`src/rtl/pcs_tx_pkg.sv`:
```
package pcs_tx_pkg;

  localparam int NIB_W   = 4;
  localparam int SYM_W   = 5;
  localparam int NIB_CNT = 1 << NIB_W;

  typedef logic [SYM_W-1:0] sym_t;
  typedef logic [NIB_W-1:0] nib_t;

  // Control code-groups
  localparam sym_t CG_IDLE = 5'b11111;
  localparam sym_t CG_J    = 5'b11000;
  localparam sym_t CG_K    = 5'b10001;
  localparam sym_t CG_T    = 5'b01101;
  localparam sym_t CG_R    = 5'b00111;
  localparam sym_t CG_H    = 5'b00100;

  // Position within the outgoing stream
  typedef enum logic [1:0] {
    ST_GAP   = 2'd0,
    ST_SSD_K = 2'd1,
    ST_BODY  = 2'd2,
    ST_ESD_R = 2'd3
  } txState_e;

  // Which code-group the datapath loads
  typedef enum logic [2:0] {
    SEL_IDLE = 3'd0,
    SEL_J    = 3'd1,
    SEL_K    = 3'd2,
    SEL_DATA = 3'd3,
    SEL_ERR  = 3'd4,
    SEL_T    = 3'd5,
    SEL_R    = 3'd6
  } symSel_e;

  // Strobes from control to datapath
  typedef struct packed {
    logic    load;
    symSel_e sel;
  } txStrobe_t;

  function automatic sym_t encode4b5b(input nib_t nib);
    sym_t code;
    case (nib)
      4'h0: code = 5'b11110;
      4'h1: code = 5'b01001;
      4'h2: code = 5'b10100;
      4'h3: code = 5'b10101;
      4'h4: code = 5'b01010;
      4'h5: code = 5'b01011;
      4'h6: code = 5'b01110;
      4'h7: code = 5'b01111;
      4'h8: code = 5'b10010;
      4'h9: code = 5'b10011;
      4'hA: code = 5'b10110;
      4'hB: code = 5'b10111;
      4'hC: code = 5'b11010;
      4'hD: code = 5'b11011;
      4'hE: code = 5'b11100;
      default: code = 5'b11101;
    endcase
    return code;
  endfunction

  function automatic logic isDataCode(input sym_t s);
    logic hit;
    hit = 1'b0;
    for (int i = 0; i < NIB_CNT; i++) begin
      if (encode4b5b(NIB_W'(i)) == s) hit = 1'b1;
    end
    return hit;
  endfunction

endpackage

```
`src/rtl/pcs_tx_ctrl.sv`:
```
module pcs_tx_ctrl
  import pcs_tx_pkg::*;
(
  input  logic      clk,
  input  logic      rst,
  input  logic      symEn,
  input  logic      txEn,
  input  logic      txErr,
  output txStrobe_t strobe
);

  txState_e state, nextState;
  symSel_e  sel;

  always_comb begin
    nextState = state;
    sel       = SEL_IDLE;
    case (state)
      ST_GAP: begin
        if (txEn) begin
          sel       = SEL_J;
          nextState = ST_SSD_K;
        end
      end
      ST_SSD_K: begin
        sel       = SEL_K;
        nextState = ST_BODY;
      end
      ST_BODY: begin
        if (txEn) begin
          sel = txErr ? SEL_ERR : SEL_DATA;
        end else begin
          sel       = SEL_T;
          nextState = ST_ESD_R;
        end
      end
      ST_ESD_R: begin
        sel       = SEL_R;
        nextState = ST_GAP;
      end
      default: begin
        sel       = SEL_IDLE;
        nextState = ST_GAP;
      end
    endcase
  end

  always_ff @(posedge clk) begin
    if (rst) begin
      state <= ST_GAP;
    end else if (symEn) begin
      state <= nextState;
    end
  end

  assign strobe.load = symEn;
  assign strobe.sel  = sel;

endmodule

```
`src/rtl/pcs_tx_datapath.sv`:
```
module pcs_tx_datapath
  import pcs_tx_pkg::*;
(
  input  logic      clk,
  input  logic      rst,
  input  txStrobe_t strobe,
  input  nib_t      txData,
  output sym_t      symOut
);

  sym_t codeRom [NIB_CNT];
  sym_t nextSym;
  sym_t symReg;

  for (genvar g = 0; g < NIB_CNT; g++) begin : g_rom
    assign codeRom[g] = encode4b5b(NIB_W'(g));
  end

  always_comb begin
    case (strobe.sel)
      SEL_J:    nextSym = CG_J;
      SEL_K:    nextSym = CG_K;
      SEL_DATA: nextSym = codeRom[txData];
      SEL_ERR:  nextSym = CG_H;
      SEL_T:    nextSym = CG_T;
      SEL_R:    nextSym = CG_R;
      default:  nextSym = CG_IDLE;
    endcase
  end

  always_ff @(posedge clk) begin
    if (rst) begin
      symReg <= CG_IDLE;
    end else if (strobe.load) begin
      symReg <= nextSym;
    end
  end

  assign symOut = symReg;

endmodule

```
`src/rtl/pcs_tx_encoder.sv`:
```
module pcs_tx_encoder
  import pcs_tx_pkg::*;
(
  input  logic             clk,
  input  logic             rst,
  input  logic             symEn,
  input  logic             txEn,
  input  logic [NIB_W-1:0] txData,
  input  logic             txErr,
  output logic [SYM_W-1:0] symOut
);

  txStrobe_t strobe;

  pcs_tx_ctrl ctrl_i (
    .clk    (clk),
    .rst    (rst),
    .symEn  (symEn),
    .txEn   (txEn),
    .txErr  (txErr),
    .strobe (strobe)
  );

  pcs_tx_datapath dp_i (
    .clk    (clk),
    .rst    (rst),
    .strobe (strobe),
    .txData (txData),
    .symOut (symOut)
  );

endmodule

```
`config.mk`:
```
export PLATFORM = sky130hd
export DESIGN_NAME = pcs_tx_encoder
export DESIGN_NICKNAME = d
export VERILOG_FILES = /design/src/rtl/pcs_tx_pkg.sv /design/src/rtl/pcs_tx_ctrl.sv /design/src/rtl/pcs_tx_datapath.sv /design/src/rtl/pcs_tx_encoder.sv
export SDC_FILE = /design/constraint.sdc
export NUM_CORES = 1
export LEC_CHECK = 0
export CELL_PAD_IN_SITES_DETAIL_PLACEMENT = 1
export CELL_PAD_IN_SITES_GLOBAL_PLACEMENT = 2
export CORE_MARGIN = 2
export CORE_UTILIZATION = 30
export CTS_CLUSTER_DIAMETER = 50
export DETAILED_ROUTE_END_ITERATION = 10
export DONT_BUFFER_PORTS = 1
export PLACE_DENSITY_LB_ADDON = 0.1
export SKIP_CTS_REPAIR_TIMING = 1
export SLEW_MARGIN = 15
export SYNTH_ARGS = -nofsm -noshare
export SYNTH_HDL_FRONTEND = slang
export SYNTH_SLANG_ARGS = --single-unit
```
`constraint.sdc`:
```
create_clock -name clk -period 1.6 [get_ports clk]
set_input_delay 0.24 -clock clk [delete_from_list [all_inputs] [get_ports clk]]
set_output_delay 0.24 -clock clk [all_outputs]
set_load 0.1 [all_outputs]
```
==> impl_metrics.tcl <==
set metrics [dict create \
    path_clk_slew_ns 0.06 \
    die_height_um 46.5 \
    ir_worst_vdd_uv 551 \
    synth_commonest_cells "7 x dfxtp_1, 7 x nor2_1, 5 x a21oi_1" \
    synth.distinct_cells 35 \
    status "complete, no violations" \
    reg2reg_setup_slack_ns 0.1 \
    drc 0 \
    drt_iter0_markers 4 \
    vias_per_cell 5.17 \
    wl_mm 1.65 \
    rows 15 \
    antenna_cells 0 \
    cp.required_ns 1.73 \
    htreeDepth 1 \
    dp_hpwl_mm 1.23 \
    grt_pass1_wl_mm 2.38 \
    critical_path_arrival_ns 1.63 \
    setup_ws_ns 0.0970 \
    yosysTopAreaCellShare_pct 25.8 \
    ys_seq_elements 7 \
    antenna_left 0 \
    post-place-ws_ns -0.0952 \
    port_buffers 0 \
    fin_cells 107 \
    synth.net_count 78 \
    syn_avg_cell_area_um2 8.23 \
    min_period_ns 1.50 \
    grt_max_degree 10 \
    clockRootBuffer "clkbuf_4" \
    synth_top_area_cell "dfxtp_1" \
    grtUsageTotal_pct 16.4 \
    synthFlopType "dfxtp_1" \
    dp_cells 102 \
    combinationalPowerShare_pct 43.5 \
    power_frac_clock_pct 25.0 \
    fp.dieArea_um2 2170 \
    drive_gt1_share_pct 41.5 \
    syn_to_final_growth_pct 43.3 \
    dr.pass1.iters 3 \
    intPower_mw 0.388 \
    synth.area.top_cells "dfxtp_1 26%, ha_1 6.9%, nor2_1 4.8%, a21oi_1 4.6%, nand2b_1 3.5%" \
    p_leak_nw 0.302 \
    cts_tree "done" \
    wl_per_cell_um 15.4 \
    crit_fanout 4 \
    critPathKind "register to register" \
    placedInstanceArea_um2 663 \
    num_io_pins 14 \
    power_density_nw_per_um2 832 \
    skew_ns 0.00768 \
    endpoint_kind "register" \
    design_area_um2 778 \
    rr_startpoint "ctrl_i.state[0]" \
    seq_area_frac_synth_pct 25.8 \
    async_flop_share_pct 0 \
    syn_inst 66 \
    hold_class "input port to register" \
    nFillCells 216 \
    critPathLaunch "ctrl_i.state[0]" \
    drv_cap 0 \
    period_share_pct 93.9 \
    relSlewSlack_pct 77.2 \
    p_sw_share_pct 40.2 \
    syn_area_um2 543 \
    initial_core_util_pct 31.8 \
    max-clock-path-buffers 2 \
    first_global_vias 547 \
    crit_path_start_kind "register" \
    worstSkewPairLatency_ns 0.25 \
    seq_power_share_pct 31.5 \
    die-width_um 46.5 \
    max_freq_mhz 665 \
    worst_pin_slew_ns 0.333 \
    yosys_warnings 0 \
    gp_congestion 0.723 \
    grt_overflow 0 \
    hold_viol 0 \
    cts_made_buffers 3 \
    report.final.slew_viol_count 0 \
    postLayoutCoreUtil_pct 45.6 \
    min-delay-start "rst" \
    p_sw_mw 0.260 \
    numClockSinks 7 \
    final_nets 95 \
    core_um2 1710 \
    antenna_found_initial 0 \
    vias 553 \
    synth-edff-count 0 \
    setup_violations 0 \
]
==> worst paths after layout <==
check | to | cells past startpoint
max | dp_i.symOut[4] | 6
min | ctrl_i.state[1] | 1
max reg2reg | dp_i.symOut[4] | 6
min reg2reg | dp_i.symOut[1] | 2
==> cell type report <==
cell class / count / area (um^2) / share of cell area, %
sequential: 7 / 145 / 18.6
inverter: 3 / 13.8 / 1.77
tap: 25 / 31.3 / 4.02
timing repair buffer: 14 / 109 / 14.0
clock buffer: 4 / 26.3 / 3.38
multi-input combinational: 54 / 453 / 58.2
==> placed cells by master (no fill, tap or decap), types with 2 or more instances in the layout <==
| cell | n |
|---|---|
| buf_4 | 13 |
| nor2_1 | 7 |
| a21oi_1 | 5 |
| dfxtp_1 | 5 |
| nand2_1 | 4 |
| nand2b_1 | 3 |
| nor3_1 | 3 |
| ha_4 | 3 |
| clkbuf_4 | 3 |
| nor2b_4 | 2 |
| nand3_1 | 2 |
| a21o_1 | 2 |
| a31oi_1 | 2 |
==> power by group through the flow <==
stage          logic (mW)  registers [mW]  clock network (mW)
4_1_cts             0.250           0.201               0.171
5_1_grt             0.300           0.206               0.184
3_5_place_dp        0.249           0.205                   0
2_1_floorplan       0.101           0.293                   0
6_report            0.282           0.204               0.162
3_3_place_gp        0.248           0.204                   0
==> sequential cells by signal, summed over array words and instances (netlist names) <==
register and flops:
dp_i.symOut 5, ctrl_i.state 2
==> critical path, stage by stage, from the launching register on <==
cell	delay (ns)
dfxtp_2	0.33
buf_6	0.12
ha_4	0.15
nor2b_4	0.12
a21o_1	0.19
o41ai_2	0.35
o21ai_1	0.11
==> logic make-up (layout without fill, tap and decap cells) <==
logic type / Yosys count / count (layout) / share of synthesized area (%)
simple gates: 25 / 25 / 23.7
compound gates: 24 / 24 / 36.4
flops: 7 / 7 / 25.8
buf+inv: 5 / 21 / 3.68
fa+ha+maj: 3 / 3 / 6.91
xor+xnor: 1 / 1 / 1.61
mux: 1 / 1 / 1.84
==> per-stage QoR <==
| step | hold slack, ns | power (mW) | setup TNS, ns |
|---|---|---|---|
| final | 0.0390 | 0.648 | 0 |
| after global routing | 0.0186 | 0.689 | -0.00127 |
| after CTS | 0.0385 | 0.623 | -0.297 |
| after detailed placement | 0.315 | 0.454 | -0.201 |
| after global placement | 0.314 | 0.452 | -0.177 |
| after floorplan | 0.419 | 0.394 | 0 |
==> layer usage <==
metal / GRT usage [%] / vias up / share of wire [%]
met4: 3.43 / 0 / 0
met5: 0 / - / 0
met3: 7.84 / 0 / 3.8
met2: 29.4 / 8 / 57
met1: 17.2 / 266 / 39
li1: - / 279 / -
Power figures use the tool's default switching activity.
